<file path="config.mk">
export PLATFORM = sky130hd
export DESIGN_NAME = vec_irq_arbiter
export DESIGN_NICKNAME = d
export VERILOG_FILES = /design/src/rtl/vic_pkg.sv /design/src/rtl/vic_prio_pick.sv /design/src/rtl/vic_class_unit.sv /design/src/rtl/vec_irq_arbiter.sv
export SDC_FILE = /design/constraint.sdc
export NUM_CORES = 1
export LEC_CHECK = 0
export BUFFER_PORTS_ARGS = -buffer_cell sky130_fd_sc_hd__buf_4
export CORE_ASPECT_RATIO = 1.75
export CORE_MARGIN = 3
export CORE_UTILIZATION = 56
export DETAILED_ROUTE_END_ITERATION = 8
export PLACE_DENSITY = 0.81
export SYNTH_ARGS = -nofsm -noshare
export SYNTH_HDL_FRONTEND = slang
export SYNTH_SLANG_ARGS = --single-unit
</file>
<file path="constraint.sdc">
create_clock -name clk -period 83 [get_ports clk]
set_input_delay 8.3 -clock clk [delete_from_list [all_inputs] [get_ports clk]]
set_output_delay 8.3 -clock clk [all_outputs]
set_load 0.03 [all_outputs]
</file>
<file path="src/rtl/vic_pkg.sv">
package vic_pkg;
  localparam int IDX_W  = 5;
  localparam int BASE_W = 16;
  localparam int VEC_W  = 32;
  localparam int PAD_W  = VEC_W - BASE_W - IDX_W - 2;

  function automatic logic [VEC_W-1:0] build_vector(input logic [BASE_W-1:0] base,
                                                    input logic [IDX_W-1:0]  idx);
    return {{PAD_W{1'b0}}, base, idx, 2'b00};
  endfunction
endpackage

</file>
<file path="src/rtl/vic_prio_pick.sv">
module vic_prio_pick #(
  parameter int NUM_SRC = 32,
  parameter int PRIO_W  = 3
) (
  input  logic [NUM_SRC-1:0]        active,
  input  logic [NUM_SRC*PRIO_W-1:0] prio_flat,
  output logic                      hit,
  output logic [vic_pkg::IDX_W-1:0] win_idx,
  output logic [PRIO_W-1:0]         win_prio
);
  // Scan from the top index down; "<=" lets a lower index take a tie.
  always_comb begin
    hit      = 1'b0;
    win_idx  = '0;
    win_prio = '0;
    for (int i = NUM_SRC - 1; i >= 0; i--) begin
      if (active[i] && (!hit || prio_flat[i*PRIO_W +: PRIO_W] <= win_prio)) begin
        hit      = 1'b1;
        win_idx  = vic_pkg::IDX_W'(i);
        win_prio = prio_flat[i*PRIO_W +: PRIO_W];
      end
    end
  end
endmodule

</file>
<file path="src/rtl/vic_class_unit.sv">
module vic_class_unit #(
  parameter int NUM_SRC = 32,
  parameter int PRIO_W  = 3,
  parameter int DEPTH   = 8,
  parameter int LVL_W   = $clog2(DEPTH + 1)
) (
  input  logic                         clk,
  input  logic                         rst,
  input  logic                         enable,
  input  logic [NUM_SRC-1:0]           status,
  input  logic [NUM_SRC*PRIO_W-1:0]    prio_flat,
  input  logic [vic_pkg::BASE_W-1:0]   base,
  input  logic                         ack,
  input  logic                         eoi,
  input  logic                         hold,
  output logic                         req_q,
  output logic [vic_pkg::VEC_W-1:0]    vec_q,
  output logic [LVL_W-1:0]             level_q
);
  localparam int PTR_W = (DEPTH > 1) ? $clog2(DEPTH) : 1;
  localparam logic [LVL_W-1:0] FULL = LVL_W'(DEPTH);
  localparam logic [LVL_W-1:0] ONE  = LVL_W'(1);

  logic                      hit;
  logic [vic_pkg::IDX_W-1:0] w_idx;
  logic [PRIO_W-1:0]         w_prio;
  logic [PRIO_W-1:0]         prio_q;
  logic [PRIO_W-1:0]         stk [DEPTH];

  logic                      pop, push, top_valid, preempt, req_d;
  logic [LVL_W-1:0]          lvl_pop, lvl_nxt;
  logic [PRIO_W-1:0]         top_after;

  vic_prio_pick #(.NUM_SRC(NUM_SRC), .PRIO_W(PRIO_W)) pick_i (
    .active   (status),
    .prio_flat(prio_flat),
    .hit      (hit),
    .win_idx  (w_idx),
    .win_prio (w_prio)
  );

  always_comb begin
    pop     = enable && eoi && (level_q != '0);
    lvl_pop = pop ? (level_q - ONE) : level_q;
    push    = enable && ack && req_q && !hold;
    lvl_nxt = enable ? (push ? (lvl_pop + ONE) : lvl_pop) : '0;
    // Top of the stack as it will stand after this edge.
    if (push)
      top_after = prio_q;
    else if (lvl_pop != '0)
      top_after = stk[PTR_W'(lvl_pop - ONE)];
    else
      top_after = '0;
    top_valid = (lvl_nxt != '0);
    preempt   = hit && (lvl_nxt < FULL) && (!top_valid || (w_prio < top_after));
    req_d     = enable ? preempt : (|status);
  end

  always_ff @(posedge clk) begin
    if (rst) begin
      level_q <= '0;
      req_q   <= 1'b0;
      vec_q   <= '0;
      prio_q  <= '0;
    end else begin
      level_q <= lvl_nxt;
      req_q   <= req_d;
      vec_q   <= enable ? vic_pkg::build_vector(base, w_idx) : '0;
      prio_q  <= w_prio;
    end
  end

  // Stack storage: one write port, no reset, suited to distributed RAM.
  always_ff @(posedge clk) begin
    if (!rst && push)
      stk[PTR_W'(lvl_pop)] <= prio_q;
  end
endmodule

</file>
<file path="src/rtl/vec_irq_arbiter.sv">
module vec_irq_arbiter #(
  parameter int NUM_SRC = 32,
  parameter int PRIO_W  = 3,
  parameter int DEPTH   = 8,
  parameter int LVL_W   = $clog2(DEPTH + 1)
) (
  input  logic                          clk,
  input  logic                          rst,
  input  logic [1:0]                    vec_en,
  input  logic [NUM_SRC-1:0]            irq_status,
  input  logic [NUM_SRC-1:0]            fiq_status,
  input  logic [NUM_SRC*PRIO_W-1:0]     prio_cfg,
  input  logic [vic_pkg::BASE_W-1:0]    vec_base,
  input  logic                          irq_ack,
  input  logic                          irq_eoi,
  input  logic                          fiq_ack,
  input  logic                          fiq_eoi,
  output logic                          irq_req,
  output logic                          fiq_req,
  output logic [vic_pkg::VEC_W-1:0]     irq_vector,
  output logic [vic_pkg::VEC_W-1:0]     fiq_vector,
  output logic [LVL_W-1:0]              irq_level,
  output logic [LVL_W-1:0]              fiq_level
);
  localparam int N_CLASS = 2;  // index 0 normal, index 1 fast

  logic [N_CLASS-1:0][NUM_SRC-1:0]         st;
  logic [N_CLASS-1:0]                      ack_s, eoi_s, hold_s, raw_req;
  logic [N_CLASS-1:0][vic_pkg::VEC_W-1:0]  vec_s;
  logic [N_CLASS-1:0][LVL_W-1:0]           lvl_s;

  assign st[0]    = irq_status;
  assign st[1]    = fiq_status;
  assign ack_s    = {fiq_ack, irq_ack};
  assign eoi_s    = {fiq_eoi, irq_eoi};
  // The fast class masks the normal class while it requests or is in service.
  assign hold_s[0] = raw_req[1] || (lvl_s[1] != '0);
  assign hold_s[1] = 1'b0;

  for (genvar c = 0; c < N_CLASS; c++) begin : g_class
    vic_class_unit #(
      .NUM_SRC(NUM_SRC), .PRIO_W(PRIO_W), .DEPTH(DEPTH), .LVL_W(LVL_W)
    ) unit_i (
      .clk      (clk),
      .rst      (rst),
      .enable   (vec_en[c]),
      .status   (st[c]),
      .prio_flat(prio_cfg),
      .base     (vec_base),
      .ack      (ack_s[c]),
      .eoi      (eoi_s[c]),
      .hold     (hold_s[c]),
      .req_q    (raw_req[c]),
      .vec_q    (vec_s[c]),
      .level_q  (lvl_s[c])
    );
  end

  assign irq_req    = raw_req[0] && !hold_s[0];
  assign fiq_req    = raw_req[1];
  assign irq_vector = vec_s[0];
  assign fiq_vector = vec_s[1];
  assign irq_level  = lvl_s[0];
  assign fiq_level  = lvl_s[1];
endmodule

</file>
==> results.toml, run 1 <==
[drt]
drcViolationCount = 0
dr.pass1.iters = 5
dr_total_vias = 15200
drt_iter0_markers = 1081
routed_wl_um = 51700
vias_per_cell = 6.62
postRouteAntennaNets = 0
post_drt_wl_per_cell_um = 22.5

[worst_setup_path]
cp-startpoint = "fiq_status[31]"
worstSetupPathType = "in -> reg"
critPathArrivalTime_ns = 60.98
crit_path_frequent_cell = "o21ai_0"
cp.required_ns = 83.29
cp_max_fo = 13
worst_setup_path_end_kind = "flip-flop"
r2r-start = "g_class[0].unit_i.level_q[0]$_SDFF_PP0_"
cpMaxStageDelayCell = "o21ai_0"
cpPeakStageDelay_ns = 1.02
critPathLaunchType = "primary input"

[final_layout]
layout_common_cells = "241 x buf_4, 196 x ha_1, 152 x nor2_1"
n_fill_cell = 2150
area_delta_synth_final_pct = 16.4
register_area_mm2 = 0.00260
final_common_cell = "buf_4"
final_layout_size_suffix_gt1_share_pct = 17.0
final_nets = 2360
antennaDiodeCount = 0
multi_input_area_mm2 = 0.0105
post-route-util_pct = 66.7
fin_area_mm2 = 0.0161

[floorplan]
die_x_um = 125
io_pins = 258
coreArea_mm2 = 0.0241
die-area_mm2 = 0.0267
start_util_pct = 57.3
fp-row-count = 75
die_y_um = 214

[place]
place_area_mm2 = 0.0158
io_buffers = 235
gp_congestion = 1.04
dp_hpwl_um = 43000

[yosys]
synthArstFlopShare_pct = 0
synth_edf_count = 48
synth-simple-area-share_pct = 23.1
ys_seq_area_share_pct = 18.8
synthTopCellsByArea = "ha_1 18%, edfxtp_1 10%, dfxtp_1 8.4%"
yosysTopAreaCell = "ha_1"
yosys_warnings = 0
synthMuxAreaShare_pct = 6.40
synth-compound-area-share_pct = 27.0
synth_top_area_share_pct = 17.8
yosys.cell_types.count = 90
synth_xor_area_share_pct = 0.888
synth_area_mm2 = 0.0138
syn_avg_cell_area_um2 = 7.82
syn_inst = 1766
synth_fa_ha_area_share_pct = 17.8
synthFlopType = "dfxtp_1"
ys_seq_elements = 106
synth_top_family_by_area = "compound AO/OA/AOI/OAI gates"

[sta]
worstMarginPinSlew_ns = 1.25
setup_viol = 0
fin_tns_setup_ns = 0
fin_crit_sh_pct = 73.1
hold_viol = 0
fin_skew_ns = 0.00744
timing.final.crit_period_ns = 60.69
whs_ns = 0.607
max_freq_mhz = 16.5
rsz0062_at_grt = "false"
max-slew-margin-rel_pct = 15.6
slew_violations = 0

[clock_tree]
cts_tree = "built"
cts.sink_count = 106
cts_resized = 0
cts-root-buf = "clkbuf_16"
clockBufferDepth = 2
post_cts_buffers = 0
clk_pin_slew_ns = 0.08
cts-htree-levels = 3
ctsHoldBuffers = 0
numCtsBuffers = 9
clk_latency_ns = 0.36

[worst_hold_path]
hp-class = "reg -> reg"
hold_start = "g_class[1].unit_i.prio_q[1]$_SDFF_PP0_"

[global_route]
grt_pass1_wl_um = 78300
grt-ovfl-total = 0
grt_pass1_vias = 15100
grt_start_max_net_pins = 20
antenna_found_initial = 0
track_usage_pct = 37.1

[job]
cap_violations = 0

[run_status]
status = "finished clean"
[cell type report]
type | instances | share of cell area, %
Clock buffer | 10 | 1.56
Clock inverter | 6 | 0.350
Inverter | 137 | 3.20
Multi-Input combinational cell | 1485 | 65.1
Sequential cell | 106 | 16.2
Tap cell | 308 | 2.40
Timing Repair Buffer | 241 | 11.3
[per-layer routing]
layer / up-vias / share of wire [%] / global-route usage [%] / wire (um)
li1: 7023 / - / - / -
met1: 7054 / 32 / 34.5 / 16400
met2: 827 / 51 / 69.4 / 26300
met3: 280 / 6.9 / 5.16 / 3590
met4: 0 / 10 / 34.6 / 5400
met5: - / 0 / 0 / 0
[stage by stage]
| step | cells | setup WS, ns |
|---|---|---|
| 6_report | 2293 | 22.31 |
| 5_1_grt | 2293 | 18.34 |
| 4_1_cts | 2293 | 23.42 |
| 3_5_place_dp | 2277 | 23.17 |
| 3_3_place_gp | 2277 | 23.89 |
| 2_1_floorplan | 1787 | 33.10 |
[path summary, 6_finish.rpt]
| path | to | cells past startpoint | slack [ns] |
|---|---|---|---|
| setup / recovery | g_class[1].unit_i.req_q$_SDFF_PP0_ | 225 | 22.31 |
| hold / removal | g_class[1].unit_i.stk[6][1]$_DFFE_PP_ | 0 | 0.61 |
| setup reg to reg | g_class[0].unit_i.req_q$_SDFF_PP0_ | 14 | 78.99 |
| hold reg to reg | g_class[1].unit_i.stk[6][1]$_DFFE_PP_ | 0 | 0.61 |
[cells by family (layout without fill, tap and decap cells)]
group | count (synthesis) | count (layout)
simple gates | 635 | 635
compound gates | 549 | 549
fa+ha+maj | 196 | 196
buf+inv | 196 | 394
flops | 106 | 106
mux | 69 | 69
xor+xnor | 14 | 14
other cells | 1 | 22
[synth_stat cells (22+ instances only)]
library cell  instances
ha_1                196
nor2_1              152
nand2_1             142
inv_1               135
o21ai_0             128
a21oi_1              76
nand3_1              71
dfxtp_1              58
nor2b_1              52
and2_1               51
edfxtp_1             48
o21a_1               46
a31oi_1              42
nor3_1               42
mux2_2               34
a21o_1               32
clkbuf_1             32
a211oi_1             27
o211ai_1             24
mux2i_1              23
and3_1               22
buf_4                22
[registers in the layout, summed over array words and instances, names as in the netlist]
signal / cells
g_class.unit_i.prio_q: 6
g_class.unit_i.level_q: 8
g_class.unit_i.stk: 48
g_class.unit_i.vec_q: 42
g_class.unit_i.req_q: 2
[critical path: cells and delay by family]
| family | cells | cell delay (ns) |
|---|---|---|
| buffers and inverters | 17 | 1.80 |
| and+or+nand+nor | 57 | 10.65 |
| AOI/OAI and AO/OA | 115 | 30.40 |
| muxes | 4 | 1.05 |
| adders and majority gates | 32 | 8.70 |
Power of run 1 is not shown: default switching activity piles up to over one toggle a cycle in this logic, so the estimate is an artifact.
==> run 2: changes to the inputs <==
- ABC_AREA: not set -> 1
- PLACE_DENSITY: 0.81 -> 0.82
- clock period: 83 -> 58.2 ns (I/O delays scaled with it)
==> run 2 against run 1 <==
Count of clock-buffer cells in the layout stayed put. Worst setup slack got worse by 6.0 ns. Synthesized cell count increased by 8.0%. Global-route usage down 6.8 points. Critical path type unchanged.
==> results.toml, run 2 <==
[yosys]
ys_seq_area_share_pct = 20.8
syn_avg_cell_area_um2 = 6.57
yosys_warnings = 0
synthFlopType = "dfxtp_1"
synth_top_family_by_area = "simple AND/OR/NAND/NOR gates"
ys_seq_elements = 106
syn_inst = 1908
synth-compound-area-share_pct = 12.9
synth_xor_area_share_pct = 0.419
synthMuxAreaShare_pct = 0
synthTopCellsByArea = "ha_1 20%, nand2_1 15%, edfxtp_1 11%"
synth_area_mm2 = 0.0125
yosysMostFrequentCell = "nand2_1"
yosysTopAreaCell = "ha_1"
synth_fa_ha_area_share_pct = 19.6
yosys.cell_types.count = 50
synth_top_area_share_pct = 19.6
synth_common_cells = "501 x nand2_1, 288 x inv_1, 240 x nand3_1"
synthArstFlopShare_pct = 0
synth_edf_count = 48
synth-simple-area-share_pct = 35.6

[worst_setup_path]
worst_setup_path_end_kind = "flip-flop"
cp_top_family = "simple AND/OR/NAND/NOR gates"
critPathLaunchType = "primary input"
worstSetupPathType = "in -> reg"
cp.required_ns = 58.49
critPathArrivalTime_ns = 42.15
critical_path.n_buffers_inverters = 49
cpMaxStageDelayCell = "o311ai_0"
cpPeakStageDelay_ns = 0.37
cp_max_fo = 9
crit_path_frequent_cell = "nand2_1"

[global_route]
track_usage_pct = 30.3
grt_pass1_wl_um = 61100
grt_start_max_net_pins = 21
antenna_found_initial = 0
grt_pass1_vias = 13800
grt-ovfl-total = 0

[clock_tree]
numCtsBuffers = 9
post_cts_buffers = 0
cts.sink_count = 106
clk_pin_slew_ns = 0.08
cts_resized = 0
cts-htree-levels = 3
clockBufferDepth = 2
ctsHoldBuffers = 0
cts_tree = "built"
cts-root-buf = "clkbuf_16"
clk_latency_ns = 0.35

[place]
gp_congestion = 1.00
place_area_mm2 = 0.0145
pre_cts_ws_ns = 16.36
dp_hpwl_um = 32300
io_buffers = 235

[drt]
dr.pass1.iters = 7
vias_per_cell = 5.61
drt_iter0_markers = 908
postRouteAntennaNets = 0
routed_wl_um = 37800
dr_total_vias = 13700
post_drt_wl_per_cell_um = 15.5
drcViolationCount = 0

[floorplan]
die_x_um = 119
fp-row-count = 71
die-area_mm2 = 0.0243
io_pins = 258
coreArea_mm2 = 0.0218
start_util_pct = 57.6
die_y_um = 204

[sta]
max-slew-margin-rel_pct = 52.9
timing.final.crit_period_ns = 41.87
hold_viol = 0
fin_crit_sh_pct = 71.9
rsz0062_at_grt = "false"
max_freq_mhz = 23.9
fin_tns_setup_ns = 0
fin_ws_ns = 16.33
slew_violations = 0
fin_skew_ns = 0.00880
worstMarginPinSlew_ns = 0.705
setup_viol = 0

[run_status]
status = "finished clean"

[final_layout]
register_area_mm2 = 0.00260
largest_register_ffs = 48
final_common_cell = "nand2_1"
layout_common_cells = "501 x nand2_1, 288 x inv_1, 240 x nand3_1"
antennaDiodeCount = 0
area_delta_synth_final_pct = 18.2
largest_register = "g_class.unit_i.stk"
final_layout_size_suffix_gt1_share_pct = 14.2
top_regs = "g_class.unit_i.stk: 48 flops, g_class.unit_i.vec_q: 42 flops, g_class.unit_i.level_q: 8 flops"
final_nets = 2523
fin_area_mm2 = 0.0148
n_fill_cell = 2004
multi_input_area_mm2 = 0.00868
post-route-util_pct = 68.1

[job]
cap_violations = 0

[worst_hold_path]
hp-class = "reg -> reg"
-- run 2: changes by cell type after synthesis, moves of 26 or more --
cell / delta
nand3_1: +169
nand2_1: +359
a21oi_1: -29
a21o_1: -32
and2_1: -26
mux2_2: -34
o21ai_0: -51
a31oi_1: -26
inv_1: +153
nor2b_1: -52
-- run 2: cell type report --
| class | instances | share of cell area (%) |
|---|---|---|
| Tap cell | 292 | 2.47 |
| Sequential cell | 106 | 17.6 |
| Inverter | 297 | 7.54 |
| Clock inverter | 6 | 0.405 |
| Multi-Input combinational cell | 1494 | 58.6 |
| Timing Repair Buffer | 235 | 11.9 |
| Clock buffer | 10 | 1.54 |
-- run 2: worst register-to-register path: cells and delay by family, from the launching register on --
| kind | cells | cell delay, ns |
|---|---|---|
| DFF | 1 | 0.34 |
| AOI/OAI and AO/OA | 2 | 0.34 |
| buffers and inverters | 6 | 0.80 |
| adders and majority gates | 3 | 0.72 |
| and+or+nand+nor | 10 | 1.38 |
| xor gates and xnor gates | 1 | 0.30 |
-- run 2: logic make-up after synthesis --
group,after synthesis
AOI/OAI and AO/OA,253
xor gates and xnor gates,6
adders and majority gates,196
buffers and inverters,329
DFF,106
other,1
and+or+nand+nor,1017
-- run 2: through the flow --
step           hold WS [ns]  std cells
2_1_floorplan         0.519       1929
3_5_place_dp          0.620       2424
4_1_cts               0.629       2440
3_3_place_gp          0.617       2424
6_report              0.635       2440
5_1_grt               0.645       2440
-- run 2: path summary, 6_finish.rpt --
kind / from / to / slack (ns) / cells after the start
max: fiq_status[31] / g_class[1].unit_i.req_q$_SDFF_PP0_ / 16.33 / 280
min: g_class[0].unit_i.prio_q[0]$_SDFF_PP0_ / g_class[0].unit_i.stk[6][0]$_DFFE_PP_ / 0.63 / 0
max reg2reg: g_class[1].unit_i.level_q[0]$_SDFF_PP0_ / g_class[1].unit_i.req_q$_SDFF_PP0_ / 54.26 / 22
min reg2reg: g_class[0].unit_i.prio_q[0]$_SDFF_PP0_ / g_class[0].unit_i.stk[6][0]$_DFFE_PP_ / 0.63 / 0
-- run 2: per-layer routing --
metal  track usage, %  part of all wire, %  wire length, um
met3             4.51                  5.2             1960
met2             61.2                   55            20800
met4             18.7                  6.4             2420
met1             27.4                   33            12600
met5                0                    0                0
Power of run 2 is left out for the same reason.
